==> config.mk <==
export PLATFORM = sky130hd
export DESIGN_NAME = sfl_lock_fsm
export DESIGN_NICKNAME = d
export VERILOG_FILES = /design/src/rtl/sfl_pkg.sv /design/src/rtl/sfl_lock_fsm.sv
export SDC_FILE = /design/constraint.sdc
export NUM_CORES = 1
export LEC_CHECK = 0
export BUFFER_PORTS_ARGS = -buffer_cell sky130_fd_sc_hd__buf_2
export CAP_MARGIN = 10
export CORE_AREA = 4 4 41 43
export CTS_BUF_LIST = sky130_fd_sc_hd__clkbuf_4 sky130_fd_sc_hd__clkbuf_8
export CTS_CLUSTER_SIZE = 8
export DETAILED_ROUTE_END_ITERATION = 10
export DIE_AREA = 0 0 45 47
export PLACE_DENSITY_LB_ADDON = 0.3
export SLEW_MARGIN = 15
export SYNTH_ARGS = -nofsm -noshare
export SYNTH_HDL_FRONTEND = slang
export SYNTH_SLANG_ARGS = --single-unit
==> constraint.sdc <==
create_clock -name clk -period 1.68 [get_ports clk]
set_clock_uncertainty 0.15 [all_clocks]
set_input_delay 0.168 -clock clk [delete_from_list [all_inputs] [get_ports clk]]
set_output_delay 0.168 -clock clk [all_outputs]
set_load 0.02 [all_outputs]
==> src/rtl/sfl_pkg.sv <==
package sfl_pkg;
   typedef enum logic [1:0] {
      SFL_HUNT    = 2'd0,
      SFL_CONFIRM = 2'd1,
      SFL_LOCKED  = 2'd2
   } sfl_state_e;
endpackage

==> src/rtl/sfl_lock_fsm.sv <==
// Lock state machine with a sticky change flag.
module sfl_lock_fsm
   import sfl_pkg::*;
#(
   parameter int unsigned CONFIRM_EDGES = 2,
   localparam int unsigned QW = $clog2(CONFIRM_EDGES + 1)
) (
   input  logic clk,
   input  logic rst_n,
   input  logic edge_i,
   input  logic armed_i,
   input  logic at_bnd_i,
   input  logic irq_clr_i,
   output logic in_sync_o,
   output logic irq_o
);
   localparam logic [QW-1:0] OK_LAST = QW'(CONFIRM_EDGES - 1);

   sfl_state_e    state_q, state_d;
   logic [QW-1:0] ok_q, ok_d;
   logic          irq_q;
   logic          good, bad, change;

   assign good = edge_i & at_bnd_i;
   assign bad  = armed_i & (edge_i ^ at_bnd_i);

   always_comb begin
      state_d = state_q;
      ok_d    = ok_q;
      unique case (state_q)
         SFL_HUNT: begin
            if (edge_i) begin
               state_d = SFL_CONFIRM;
               ok_d    = '0;
            end
         end
         SFL_CONFIRM: begin
            if (good) begin
               if (ok_q == OK_LAST) begin
                  state_d = SFL_LOCKED;
                  ok_d    = '0;
               end else begin
                  ok_d = ok_q + 1'b1;
               end
            end else if (bad) begin
               ok_d = '0;
            end
         end
         SFL_LOCKED: begin
            if (bad) begin
               state_d = SFL_CONFIRM;
               ok_d    = '0;
            end
         end
         default: begin
            state_d = SFL_HUNT;
            ok_d    = '0;
         end
      endcase
   end

   assign change = (state_q != state_d) &&
                   ((state_q == SFL_LOCKED) || (state_d == SFL_LOCKED));

   always_ff @(posedge clk or negedge rst_n) begin
      if (!rst_n) begin
         state_q <= SFL_HUNT;
         ok_q    <= '0;
         irq_q   <= 1'b0;
      end else begin
         state_q <= state_d;
         ok_q    <= ok_d;
         if (change)         irq_q <= 1'b1;
         else if (irq_clr_i) irq_q <= 1'b0;
      end
   end

   assign in_sync_o = (state_q == SFL_LOCKED);
   assign irq_o     = irq_q;
endmodule

==> flow_summary.json <==
{
  "run_status": "finished, final reports clean",
  "post-layout-total-power_uw": 904,
  "crit_path_end_kind": "register",
  "postSynthAreaPerCell_um2": 9.22,
  "finalWorstPathRequiredPeriod_ps": 1630,
  "max_slew.worst_pin.slew_ps": 290,
  "dr.first_iter.drc_count": 10,
  "vias_after_detailed_routing": 430,
  "grt_pass1_wl_um": 1730,
  "final_core_util_pct": 49.5,
  "detail_route.vias_per_cell": 5.12,
  "floorplan.initialDensity_pct": 30.5,
  "asr_flop_ratio_synth_pct": 100,
  "vertical_extent_of_the_die_um": 47,
  "die_x_um": 45,
  "detailedPlacementHpwl_um": 742,
  "timing.max_slew.rel_slack_pct": 80.4,
  "timing.critical_path.from_type": "register",
  "wl_final_um": 1100,
  "leakage_uw": 0.000300,
  "synth.ff_latch_count": 5,
  "cpMaxStageDelayCell": "dfrtp_2",
  "finalHoldViolCount": 0,
  "postRouteAntennaNets": 0,
  "timing.critical_path.cells": "inv_4, ha_4, nor2b_4, buf_6, buf_4, o31ai_1, a21oi_1",
  "critPathKind": "register to register",
  "synth_nets": 54,
  "synth_sequential_area_ratio_pct": 31.5,
  "antenna-diode-count": 0,
  "synth_edf_count": 0,
  "io_buffer_count": 7,
  "boundaryPins": 8,
  "netlist_instances": 43,
  "number_of_global_route_vias_before_repair": 451,
  "gp_routability_congestion": 0.713,
  "clock_latency_ps": 240,
  "grt_antenna_before_repair": 0,
  "cp.required_ps": 1640,
  "synth_warnings": 0,
  "final-max-slew-violation-count": 0,
  "ctsHtreeMaxLevel": 1,
  "core_area_mm2": 0.00130,
  "power-per-cell-area_mw_per_mm2": 1400,
  "critical_path.n_buffers_inverters": 3,
  "fmax_ghz": 0.612,
  "pin_count_of_the_biggest_net_entering_global_routing": 8,
  "drt_pass1_iterations": 7,
  "grt_overflow": 0,
  "arrival_ps": 1600,
  "fillerInstances": 136,
  "layout-drive-gt1-share_pct": 52.2,
  "syn2layout_area_growth_pct": 62.5,
  "grt_setup_unrepaired": "yes",
  "clock_tree.root_cell": "clkbuf_4",
  "worst_path_max_stage_delay_ps": 400,
  "clk_pin_slew_ps": 40,
  "final_min_period_over_clock_period_pct": 97.3,
  "floorplan.rows": 13,
  "cts_buffers": 3,
  "holdCritPathClass": "input port to register",
  "gr_util_all_layers_pct": 11.8,
  "mostFrequentLayoutCell": "buf_4",
  "tritoncts": "yes",
  "critical_path_peak_fanout": 3,
  "final_setup_violations": 0,
  "clock_sink_count": 5,
  "ys_types": 24,
  "post_drt_wl_per_cell_um": 13.1,
  "ctsLongestPathBuffers": 2,
  "die_area_mm2": 0.00212,
  "critical-path-top-delay-family": "flip-flops",
  "ir_drop_v": 0.000553,
  "layout.nets": 81,
  "cap_violations": 0,
  "mappedNetlistArea_um2": 397,
  "remaining_drc_errors": 0,
  "final_cell_mix": "13 x buf_4, 7 x buf_2, 5 x nand2_1, 4 x clkbuf_4, 4 x dfrtp_1",
  "ys.flop_type": "dfrtp_1"
}
[logic make-up after synthesis]
logic type,Yosys count,synth area share (%)
simple gates,15,22.4
buf+inv,3,2.84
compound gates,15,27.4
flops,5,31.5
fa+ha+maj,5,15.8
[stage by stage]
| stage | cells | setup TNS, ps | worst slack, ps | instance area, um2 | hold WS, ps |
|---|---|---|---|---|---|
| final | 84 | 0 | 45.2 | 644 | 81.7 |
| after detailed placement | 73 | -30.9 | -30.9 | 513 | -163 |
| after global placement | 73 | -21.6 | -21.6 | 513 | -164 |
| after global routing | 84 | -32.9 | -32.9 | 644 | 91.3 |
| after CTS | 83 | 0 | 6.43 | 608 | 79.7 |
| after floorplan | 43 | 0 | 12.9 | 399 | -278 |
[flip-flops by register name, summed over array words and instances, names as in the netlist]
name,cells
ok_q,2
irq_o,1
state_q,2
[final cells by class]
| class | instances | area (um2) | share of cell area [%] |
|---|---|---|---|
| Timing Repair Buffer | 22 | 154 | 23.9 |
| Multi-Input combinational cell | 35 | 302 | 46.8 |
| Clock buffer | 4 | 30.0 | 4.66 |
| Inverter | 3 | 13.8 | 2.14 |
| Sequential cell | 5 | 126 | 19.6 |
| Tap cell | 15 | 18.8 | 2.91 |
[cells in the mapped netlist, drive strengths merged, types with 2 or more instances]
library cell  number  area, um2
a31oi              2       12.5
a21oi              2       10.0
nor2               2       10.0
nor2b              2       20.0
o31ai              2       15.0
inv                3       11.3
nand2              5       18.8
o21ai              2       10.0
dfrtp              5        125
nand3b             2       15.0
ha                 5       62.6
[layer usage]
metal,GRT usage (%),vias up,routed length (um)
li1,-,214,-
met1,12.0,201,444
met4,5.85,0,0
met2,19.2,15,572
met3,7.28,0,82
met5,0,-,0
[final timing paths]
path / startpoint / end / slack, ps / cells past startpoint
max: state_q[0] / state_q[1] / 50 / 7
min reg2reg: irq_o / irq_o / 360 / 2
max in group asynchronous: rst_n / state_q[0] / 1120 / 2
max reg2reg: state_q[0] / state_q[1] / 50 / 7
min in group asynchronous: rst_n / irq_o / 120 / 2
min: irq_clr_i / irq_o / 80 / 3
[worst register-to-register path: cells and delay by family, from the launching register on]
| family | cells | cell delay, ps |
|---|---|---|
| and+or+nand+nor | 1 | 130 |
| adders and majority gates | 1 | 150 |
| DFF | 1 | 400 |
| buffers and inverters | 3 | 300 |
| AOI/OAI and AO/OA | 2 | 380 |
[where the power goes]
group	internal [uW]	total [uW]	switching [uW]
registers	150	179	28.4
logic	314	572	258
clock network	106	154	48.3
total	569	904	335
[what timing repair did]
action                     in CTS  in global routing
setup buffers                   5                  1
hold buffers                    1                  0
pin swaps                       1                  6
resized for setup               4                  6
setup endpoints to repair       1                  5
hold endpoints to repair        5                  0
Note: power is estimated with default switching activity, not from simulation.
